`config.mk`:
```
export PLATFORM = sky130hd
export DESIGN_NAME = tx_start_ctrl
export DESIGN_NICKNAME = d
export VERILOG_FILES = /design/src/rtl/tx_start_pkg.sv /design/src/rtl/tx_start_thresh.sv /design/src/rtl/tx_start_arm.sv /design/src/rtl/tx_retain_ctrl.sv /design/src/rtl/tx_start_ctrl.sv
export SDC_FILE = /design/constraint.sdc
export NUM_CORES = 1
export LEC_CHECK = 0
export ABC_AREA = 1
export BUFFER_PORTS_ARGS = -buffer_cell sky130_fd_sc_hd__buf_4
export CAP_MARGIN = 20
export CORE_MARGIN = 3
export CORE_UTILIZATION = 41
export DETAILED_ROUTE_END_ITERATION = 8
export GPL_TIMING_DRIVEN = 0
export HOLD_SLACK_MARGIN = 0.03
export PLACE_DENSITY = 0.75
export SYNTH_ARGS = -nofsm -noshare
export SYNTH_HDL_FRONTEND = slang
export SYNTH_SLANG_ARGS = --single-unit
```
`constraint.sdc`:
```
create_clock -name clk_i -period 0.81 [get_ports clk_i]
set_clock_uncertainty 0.05 [all_clocks]
set_input_delay 0.0405 -clock clk_i [delete_from_list [all_inputs] [get_ports clk_i]]
set_output_delay 0.0405 -clock clk_i [all_outputs]
set_load 0.01 [all_outputs]
```
`src/rtl/tx_start_pkg.sv`:
```
package tx_start_pkg;

  typedef enum logic [1:0] {
    SP_TINY   = 2'd0,
    SP_SLOT   = 2'd1,
    SP_DOUBLE = 2'd2,
    SP_DEEP   = 2'd3
  } start_pt_e;

  function automatic int unsigned pick_thresh(
    input start_pt_e   sel,
    input int unsigned t_tiny,
    input int unsigned t_slot,
    input int unsigned t_double,
    input int unsigned t_deep
  );
    case (sel)
      SP_TINY:   return t_tiny;
      SP_SLOT:   return t_slot;
      SP_DOUBLE: return t_double;
      default:   return t_deep;
    endcase
  endfunction

endpackage

```
`src/rtl/tx_start_thresh.sv`:
```
module tx_start_thresh
  import tx_start_pkg::*;
#(
  parameter int unsigned CNT_W    = 12,
  parameter int unsigned T_TINY   = 4,
  parameter int unsigned T_SLOT   = 64,
  parameter int unsigned T_DOUBLE = 128,
  parameter int unsigned T_DEEP   = 220
) (
  input  logic [1:0]       start_sel_i,
  input  logic [CNT_W-1:0] wr_bytes_i,
  input  logic             eof_written_i,
  output logic             go_o
);
  logic [CNT_W-1:0] thresh;

  always_comb begin
    thresh = CNT_W'(pick_thresh(start_pt_e'(start_sel_i), T_TINY, T_SLOT, T_DOUBLE, T_DEEP));
    go_o   = eof_written_i || (wr_bytes_i >= thresh);
  end
endmodule

```
`src/rtl/tx_start_arm.sv`:
```
module tx_start_arm (
  input  logic clk_i,
  input  logic rst_ni,
  input  logic frame_begin_i,
  input  logic go_i,
  input  logic replay_req_i,
  output logic started_o,
  output logic tx_start_o
);
  logic armed_q, started_q, start_q;
  logic fire;

  // new frame has priority: arm only, never fire on stale counts
  assign fire = armed_q && go_i && !frame_begin_i;

  always_ff @(posedge clk_i or negedge rst_ni) begin
    if (!rst_ni) begin
      armed_q   <= 1'b0;
      started_q <= 1'b0;
      start_q   <= 1'b0;
    end else begin
      start_q <= fire;
      if (frame_begin_i) begin
        armed_q   <= 1'b1;
        started_q <= 1'b0;
      end else if (replay_req_i) begin
        armed_q   <= 1'b1;
        started_q <= 1'b0;
      end else if (fire) begin
        armed_q   <= 1'b0;
        started_q <= 1'b1;
      end
    end
  end

  assign started_o  = started_q;
  assign tx_start_o = start_q;
endmodule

```
`src/rtl/tx_retain_ctrl.sv`:
```
module tx_retain_ctrl #(
  parameter int unsigned CNT_W      = 12,
  parameter int unsigned SLOT_BYTES = 64
) (
  input  logic             clk_i,
  input  logic             rst_ni,
  input  logic             frame_begin_i,
  input  logic             started_i,
  input  logic             full_duplex_i,
  input  logic             retry_dis_i,
  input  logic [CNT_W-1:0] sent_bytes_i,
  input  logic [CNT_W-1:0] wr_bytes_i,
  input  logic             eof_written_i,
  input  logic             collision_i,
  output logic             replay_req_o,
  output logic             replay_rst_o,
  output logic             ovwr_ok_o
);
  localparam logic [CNT_W-1:0] SlotCnt = CNT_W'(SLOT_BYTES);

  logic hold_head, head_out, release_ok;
  logic ovwr_q, replay_q;

  always_comb begin
    hold_head    = !full_duplex_i && !retry_dis_i;
    head_out     = (sent_bytes_i >= SlotCnt) ||
                   (eof_written_i && (sent_bytes_i >= wr_bytes_i));
    release_ok   = started_i && (!hold_head || head_out);
    replay_req_o = hold_head && started_i && !ovwr_q && collision_i && !frame_begin_i;
  end

  always_ff @(posedge clk_i or negedge rst_ni) begin
    if (!rst_ni) begin
      ovwr_q   <= 1'b0;
      replay_q <= 1'b0;
    end else begin
      replay_q <= replay_req_o;
      if (frame_begin_i)      ovwr_q <= 1'b0;
      else if (replay_req_o)  ovwr_q <= 1'b0;
      else if (release_ok)    ovwr_q <= 1'b1;
    end
  end

  assign ovwr_ok_o    = ovwr_q;
  assign replay_rst_o = replay_q;
endmodule

```
`src/rtl/tx_start_ctrl.sv`:
```
module tx_start_ctrl #(
  parameter int unsigned CNT_W      = 12,
  parameter int unsigned SLOT_BYTES = 64,
  parameter int unsigned T_TINY     = 4,
  parameter int unsigned T_SLOT     = 64,
  parameter int unsigned T_DOUBLE   = 128,
  parameter int unsigned T_DEEP     = 220
) (
  input  logic             clk_i,
  input  logic             rst_ni,
  input  logic             frame_begin_i,
  input  logic [CNT_W-1:0] wr_bytes_i,
  input  logic             eof_written_i,
  input  logic [1:0]       start_sel_i,
  input  logic             full_duplex_i,
  input  logic             retry_dis_i,
  input  logic [CNT_W-1:0] sent_bytes_i,
  input  logic             collision_i,
  output logic             tx_start_o,
  output logic             ovwr_ok_o,
  output logic             replay_rst_o
);
  logic go, started, replay_req;

  tx_start_thresh #(
    .CNT_W(CNT_W), .T_TINY(T_TINY), .T_SLOT(T_SLOT),
    .T_DOUBLE(T_DOUBLE), .T_DEEP(T_DEEP)
  ) u_thresh (
    .start_sel_i  (start_sel_i),
    .wr_bytes_i   (wr_bytes_i),
    .eof_written_i(eof_written_i),
    .go_o         (go)
  );

  tx_start_arm u_arm (
    .clk_i        (clk_i),
    .rst_ni       (rst_ni),
    .frame_begin_i(frame_begin_i),
    .go_i         (go),
    .replay_req_i (replay_req),
    .started_o    (started),
    .tx_start_o   (tx_start_o)
  );

  tx_retain_ctrl #(.CNT_W(CNT_W), .SLOT_BYTES(SLOT_BYTES)) u_retain (
    .clk_i        (clk_i),
    .rst_ni       (rst_ni),
    .frame_begin_i(frame_begin_i),
    .started_i    (started),
    .full_duplex_i(full_duplex_i),
    .retry_dis_i  (retry_dis_i),
    .sent_bytes_i (sent_bytes_i),
    .wr_bytes_i   (wr_bytes_i),
    .eof_written_i(eof_written_i),
    .collision_i  (collision_i),
    .replay_req_o (replay_req),
    .replay_rst_o (replay_rst_o),
    .ovwr_ok_o    (ovwr_ok_o)
  );
endmodule

```
Word-level counts from Yosys, hierarchy flattened
Index checks and enable logic that the tools add are counted.
{"block": "word_totals", "register_bits": 5, "latchBits": 0, "mem_bits_rw": 0, "mem_bits_ro": 0, "inputBits": 33, "out_inout_bits": 3, "word_cells": 40, "n_memories": 0}
{"block": "classes", "addsub": 0, "n_mul": 0, "n_div": 0, "magnitude_cmp": 3, "n_eq_ne": 2, "n_shift": 0, "mux": 10, "n_bitwise": 0, "reduce_logical": 20}
{"cell": "one-hot mux 8 bit (3 select lines)", "count": 1}
{"cell": "greater-or-equal comparator 12 bit", "count": 1}
{"cell": "greater-or-equal comparator 12 x 7 -> 1 bit, second input constant", "count": 1}
{"cell": "greater-or-equal comparator 12 x 8 -> 1 bit", "count": 1}
{"cell": "logical AND 1 bit", "count": 9}
{"cell": "two-way mux 1 bit", "count": 9}
{"cell": "nonzero test 3 bit", "count": 2}
{"cell": "logical NOT 1 bit", "count": 5}
{"cell": "logical OR 1 bit", "count": 3}
{"cell": "== test 2 x 1 -> 1 bit, second input constant", "count": 1}
{"cell": "== test 2 bit, second input constant", "count": 1}
{"cell": "logical NOT 2 bit", "count": 1}

Depth between registers and ports, before layout
Gate-level depths: netlist of the first run.
{"block": "logic_depth", "word_depth": 9, "mapped_depth": 13, "mapped_depth_nobuf": 13}

Hierarchy
From an unflattened synthesis of the first run, not the netlist that was laid out.
{"block": "unflattened", "hier_cells": 131, "hier_area_um2": 799.5}
{"mod": "tx_retain_ctrl", "instances": 1, "cells_per_inst": 77, "area_per_inst_um2": 462.9, "seq_area_each_um2": 50.0}
{"mod": "tx_start_thresh", "instances": 1, "cells_per_inst": 42, "area_per_inst_um2": 226.5, "seq_area_each_um2": 0.0}
{"mod": "tx_start_arm", "instances": 1, "cells_per_inst": 12, "area_per_inst_um2": 110.1, "seq_area_each_um2": 75.1}

Least setup slack after synthesis of the first run
OpenSTA, ideal clock, no wires.
{"block": "synth_path", "path_kind": "input -> register", "startpoint": "input port start_sel_i[0]", "endpoint": "register u_arm.started_q, in the netlist u_arm.started_o", "setup_ns": 0.121, "arrival_ns": 1.150, "t_required_ns": 0.639, "slack_ns": -0.512, "cell_stages": 10, "path_buffers": 0, "cell_sequence": "inv_1 > ha_1 > nor2_1 > ha_1 > nand2_1 > inv_1 > nor4_2 > nand4_1 > nand2_1 > a21oi_1"}
{"block": "synth_between", "elab_chain_cells": 7, "word_cells_on_any_way": 9, "cone_classes": "order compare (1); eq/ne (2); mux (1); reduce/logical (5)"}
{"element": "from (decl)", "line_no": "tx_start_ctrl.sv:14", "text": "input logic [1:0] start_sel_i,"}
{"element": "== test 2 bit, or another cell as far along", "line_no": "tx_start_pkg.sv:17", "text": "case (sel)"}
{"element": "one-hot mux 8 bit (3 select lines) (*)", "line_no": "tx_start_pkg.sv:17"}
{"element": "greater-or-equal comparator 12 x 8 -> 1 bit (*)", "line_no": "tx_start_thresh.sv:19", "text": "go_o = eof_written_i || (wr_bytes_i >= thresh);"}
{"element": "logical OR 1 bit (*)", "line_no": "tx_start_thresh.sv:19"}
{"element": "logical AND 1 bit (*) (2 in series)", "line_no": "tx_start_arm.sv:14", "text": "assign fire = armed_q && go_i && !frame_begin_i;"}
{"element": "nonzero test 3 bit (no line) (*)"}
{"element": "to (signal assigned)", "line_no": "tx_start_arm.sv:19", "text": "started_q <= 1'b0;"}
{"element": "to (signal assigned)", "line_no": "tx_start_arm.sv:25", "text": "started_q <= 1'b0;"}
{"element": "to (signal assigned)", "line_no": "tx_start_arm.sv:28", "text": "started_q <= 1'b0;"}
{"element": "to (decl)", "line_no": "tx_start_arm.sv:10", "text": "logic armed_q, started_q, start_q;"}
Mark *: on every way between the ends. The rest lies on a longest branch, timed or not.
A chain may end at the register's enable or synchronous reset.

Final worst setup path of the first run
Ends and elaborated chain as after synthesis.

==> metrics.txt, run 1 <==
Yosys warnings=0; Setup crit end kind=flop; TritonRoute pass-1 iters=6; worst r2r path cells=6; Reg-to-Reg Start=u_retain.ovwr_ok_o; clock buffer depth=2; antenna-violating nets left=0; gpl congestion=between 0.7 and 0.8; Clock transition at path regs=~40 ps; met3 wire length=151 µm; Die Area=approximately 2400 µm²; Area Growth Syn to Fin=79.6%; CTS tree=done; pin count of the biggest net entering global routing=6; top cells by count, synth=30 x inv_1, 26 x nand2_1, 19 x ha_1; Clock Tree Root=clkbuf_4; Slew @ Worst Pin=between 200 and 300 ps; Core Box Area=around 1600 µm²; HPWL after DPL=1730 µm; register area share after synthesis=roughly 16%; period utilization=160%; total power=between 1000 and 1500 µW; via count=a little under 900; Rows=14; worst hold slack=86.9 ps; Critical Path AT=between 1000 and 1500 ps; final setup violation count=6; DRT iter0 DRCs=20; n_diodes=0; Synth Net Count=169; Async S/R FF share, synth=100%; Post-Place Worst Slack=-850 ps; crit path kind=in2reg; PwrDens=around 860 nW/µm²; most common cell in the synthesized netlist=inv_1; leakage power=0.000710 µW; failing checks=negative setup slack; Overflow after GRT=0; peak supply drop=roughly 0.00077 V; global-route usage over all layers=a little under a fifth; Die H=~50 µm; crit path from=start_sel_i[0]; Final Critical Period=about 1300 ps; WL met2=about 1300 µm; Worst setup endpoint=u_arm.started_o; H-tree depth=1; Post-Syn Instances=between 100 and 150; Post-synth EDFFs=0; Worst Hold Class=in2async; post-synth top area share=slightly above 30%; I/O pin cnt=36; vias per inst=approximately 4.8; Layout Cells excl Fill=about 190; share of cells above drive strength 1=between 50% and 60%; WL per Instance=about 12 µm; ys flop type=dfrtp_1; later-pin clock latency in the skew report=240 ps; top cells by area, synth=ha_1 31%, dfrtp_1 16%, inv_1 15%; reg2reg end=u_retain.ovwr_ok_o; initial antenna violation count=0; DRC=0; Critical Path RT=~890 ps; crit path launch type=input pin; Highest Signal Layer=met4; met1 WL=786 µm; die span in x=49.1 µm; Max-slew headroom=between 80% and 90%; status=complete, but fails checks; Slew Limit Fails=0; r2r setup slk=-200 ps; initial core utilization=between 40% and 50%; Max FO, Critical Path=2; total CTS buffers=3; fmax=about 770 MHz; number of global-route vias before repair=~910; Total Routed Length=2270 µm; MaxCap Viol Count=0; first-pass GRT wire length=about 3700 µm; placed instance count=around 180; # clock sinks=5; #FFs+latches synth=5; setup tns final=-1770 ps; Final Hold Viols=0; final net count=around 210; setup ws final=-484 ps; RSZ-0062 raised after global routing=true; Yosys cell types=18; Mapped Area=between 700 and 800 µm²; fillcell total=100; Syn Area/Cell=around 6.5 µm²; area leader, netlist=ha_1; Port Buf Inserts=35
==> cell families (layout without fill, tap and decap cells) <==
family / after synthesis / count (layout) / share of synthesized area, %
fa+ha+maj: 19 / 19 / 31.2
buf+inv: 31 / 75 / 15.3
simple gates: 54 / 54 / 30.5
compound gates: 8 / 8 / 6.57
flops: 5 / 5 / 16.4
==> critical path: stages <==
cell and delay, ps:
buf_12 100, inv_12 30, ha_4 150, nor2_4 120
ha_4 220, nand2_2 60, inv_2 30, nor4_2 260
nand4_1 180, nand2_2 130, a21oi_2 60
==> power by group <==
part	switching (µW)	internal, µW	leakage, µW
Combinational	291	330	0.000631
Sequential	10.8	266	0.0000638
Clock	97.5	186	0.0000150
==> layout by cell type, fill, tap and decap left out <==
cell           count
buf_4             32
buf_12             1
nor2_4             1
buf_6              5
dfrtp_1            5
inv_2             13
o211ai_1           1
a21oi_1            3
nand2_2            3
nand4_1            4
nor4_2             1
a21o_2             1
nand2_1           23
clkbuf_1           1
inv_4              1
and3_1             1
inv_12             1
nor4_1             1
inv_1             15
nor2_2             2
inv_8              1
a21oi_2            2
clkbuf_4           3
nand2_4            1
nor3_1             1
nor2_1            14
o21ai_1            1
dlygate4sd3_1      2
nand3_1            2
ha_1               6
ha_4              13
==> per-stage QoR <==
stage          utilization, %  area [µm²]
6_report                 84.0        1370
3_5_place_dp             76.0        1240
3_3_place_gp             76.0        1240
5_1_grt                  84.0        1370
2_1_floorplan               -         945
4_1_cts                  82.0        1340
==> how the worst min path moves through the flow <==
stage                  startpoint                    end  slack, ps  cells after the start
floorplan                  rst_ni          u_arm.armed_q       -310                      0
global placement           rst_ni       u_arm.tx_start_o       -210                      1
detailed placement         rst_ni     u_retain.ovwr_ok_o       -210                      1
CTS                 full_duplex_i  u_retain.replay_rst_o         50                      4
global route          collision_i  u_retain.replay_rst_o         80                      3
finish                     rst_ni          u_arm.armed_q         90                      2
==> per-layer routing <==
metal	vias up	GRT usage [%]
li1	454	-
met1	394	20.3
met2	33	35.0
met3	4	5.50
met4	0	5.69
met5	-	0
==> timing repair <==
action / in CTS / in global routing
hold endpoints to repair: 8 / 0
setup buffers: 2 / 1
hold buffers: 2 / 0
pin swaps: 11 / 9
gates resized for setup: 11 / 8
cloned: 0 / 0
endpoints found under the setup margin: 8 / 8
==> layout make-up <==
cell class / instances / area [µm²] / share of cell area, %
tap: 24 / 30.0 / 2.19
inverter: 31 / 139 / 10.1
timing repair buffer: 40 / 337 / 24.6
multi-input combinational: 81 / 712 / 52.0
sequential: 5 / 125 / 9.14
clock buffer: 4 / 26.3 / 1.92
==> state kept, by name, summed over array words and instances, names as in the netlist <==
register	cells
u_arm.armed_q	1
u_arm.started_o	1
u_arm.tx_start_o	1
u_retain.ovwr_ok_o	1
u_retain.replay_rst_o	1
(Power assumes the default switching activity.)
==> run 2, diff against run 1 <==
--- a/config.mk
+++ b/config.mk
@@ -8,7 +8,6 @@
 export ABC_AREA = 1
 export BUFFER_PORTS_ARGS = -buffer_cell sky130_fd_sc_hd__buf_4
 export CAP_MARGIN = 20
-export CORE_MARGIN = 3
 export CORE_UTILIZATION = 41
 export DETAILED_ROUTE_END_ITERATION = 8
 export GPL_TIMING_DRIVEN = 0
==> metrics.txt, run 2 (synthesized netlist as in run 1, its figures left out) <==
status=complete, but fails checks; failing checks=negative setup slack; initial core utilization=44.1% (-2.6 points); share of cells above drive strength 1=51.2% (+0.94 points); via count=874 (-1.2%); Die H=45.1 µm (-8.1%); initial antenna violation count=0 (unchanged); most common cell after layout, fill and taps aside=buf_4; combinational share of power=52.7% (about the same); antenna-violating nets left=0 (unchanged); final net count=213 (-0.47%); most frequent cells in the layout=28 x buf_4, 23 x nand2_1, 15 x inv_1; Core Box Area=1730 µm² (+6.0%); Clock Tree Root=clkbuf_4; DRT iter0 DRCs=16 (-20%); CTS tree=done; global-route usage over all layers=19.6% (+0.73 points); fmax=810 MHz (+4.8%); CP Buf/Inv Count=2 (-1); H-tree depth=1 (unchanged); CP top delay family=simple AND/OR/NAND/NOR gates; Max FO, Critical Path=2 (unchanged); Reg power frac=23.4% (about the same); clock buffer depth=2 (unchanged); WL per Instance=10.7 µm (-12%); period utilization=152% (-7.3 points); vias per inst=4.72 (-1.2%); Reg-to-Reg Start=u_retain.ovwr_ok_o; Port Buf Inserts=35 (unchanged); I/O pin cnt=36 (unchanged); Die Area=2030 µm² (-16%); TritonRoute pass-1 iters=4 (-2); Setup crit end kind=flop; crit path from=start_sel_i[0]; first-pass GRT wire length=2980 µm (-18%); Critical Path RT=890 ps (about the same); max incr delay on CP=230 ps (-30 ps); Overflow after GRT=0 (unchanged); worst-path cell chain=buf_12 > ha_4 > nor2_4 > ha_4 > nand2_1 > inv_1 > nor4_2 > nand4_1 > nand2_1 > a21oi_2; peak supply drop=0.000390 V (-49%); total CTS buffers=3 (unchanged); Area Growth Syn to Fin=83.6%; Worst Hold Class=in2async; setup ws final=-425 ps (+59.2 ps); number of global-route vias before repair=811 (-10%); Slew Limit Fails=0 (unchanged); n_diodes=0 (unchanged); final setup violation count=8 (+2); Net Sw Frac=33.4% (-0.36 points); Critical Path AT=1310 ps (-60 ps); gpl congestion=0.817 (+9.3%); Pint=787 µW (+0.64%); r2r setup slk=-170 ps (+30 ps); Finished Core Util=81.0% (-3.0 points); Rows=15 (+1); setup tns final=-1500 ps (+271 ps); Max-slew headroom=86.3% (+3.6 points); die span in x=45.1 µm (-8.1%); Psw=395 µW (-0.96%); MaxCap Viol Count=0 (unchanged); pin count of the biggest net entering global routing=6 (unchanged); worst hold slack=95.0 ps (+8.12 ps); later-pin clock latency in the skew report=240 ps (about the same); crit path kind=in2reg; HPWL after DPL=1650 µm (-4.9%); DRC=0 (unchanged); final instance area=1400 µm² (+2.2%); # clock sinks=5 (unchanged); PwrDens=845 nW/µm² (-2.1%); DP Area=1240 µm² (+0.10%); Final Hold Viols=0 (unchanged); leakage power=0.000714 µW (+0.66%); Clock transition at path regs=40 ps (about the same); Clock Power Share=24.0% (about the same); RSZ-0062 raised after global routing=true; Final Critical Period=1230 ps (-59.2 ps); slowest cell on the critical path=nor4_2; Slew @ Worst Pin=204 ps (-54.0 ps); crit path launch type=input pin; Total Routed Length=1990 µm (-12%)
run 2: cell types whose count changed in the layout (fill, tap and decap cells not counted):
cell / previous run / this run
buf_4: 32 / 28
buf_6: 5 / 8
ha_1: 6 / 5
ha_4: 13 / 14
inv_2: 13 / 12
inv_4: 1 / 2
nand2_2: 3 / 2
nand2_4: 1 / 2
nor3_1: 1 / 0
nor3_2: 0 / 1
run 2: final timing paths:
path / depth (start not counted) / to
min in group clk_i: 4 / u_arm.armed_q
max in group asynchronous: 2 / u_arm.tx_start_o
setup / recovery: 10 / u_arm.started_o
hold / removal: 2 / u_retain.ovwr_ok_o
hold reg to reg: 2 / u_arm.armed_q
setup reg to reg: 6 / u_arm.started_o
run 2: power by group through the flow:
stage | logic, µW | registers [µW] | clock network [µW]
after floorplan | 289 | 280 | 0
after global placement | 517 | 277 | 0
after detailed placement | 538 | 277 | 0
after CTS | 579 | 276 | 293
after global routing | 692 | 278 | 295
final | 623 | 276 | 284
run 2: timing repair:
item | 4_1_cts | 5_1_grt
hold buffers | 2 | 0
resized for setup | 14 | 12
hold endpoints to repair | 10 | 0
buffers inserted | 2 | 0
setup endpoints to repair | 8 | 8
pin swaps | 18 | 8
run 2: final cells by class:
type | instances | area (µm²)
Inverter | 31 | 141
Clock buffer | 4 | 26.3
Multi-Input combinational cell | 81 | 734
Timing Repair Buffer | 39 | 340
Fill cell | 119 | 328
Tap cell | 25 | 31.3
Sequential cell | 5 | 125
run 2: through the flow:
step / total power (µW) / setup slack, ps / instances
after global placement: 794 / -777 / 177
after floorplan: 569 / -493 / 117
final: 1180 / -425 / 185
after global routing: 1260 / -573 / 185
after detailed placement: 815 / -808 / 177
after CTS: 1150 / -447 / 185
run 2: worst register-to-register path: cells and delay by family (launching register included):
family | cells | cell delay [ps]
AOI/OAI and AO/OA | 1 | 100
buffers and inverters | 3 | 170
DFF | 1 | 370
and+or+nand+nor | 2 | 230
run 2: routing by layer:
layer	track usage, %	vias up	wire length, µm
met2	38.6	22	1130
met5	0	-	0
met4	6.06	0	0
met3	2.00	0	80
li1	-	458	-
met1	21.6	394	775
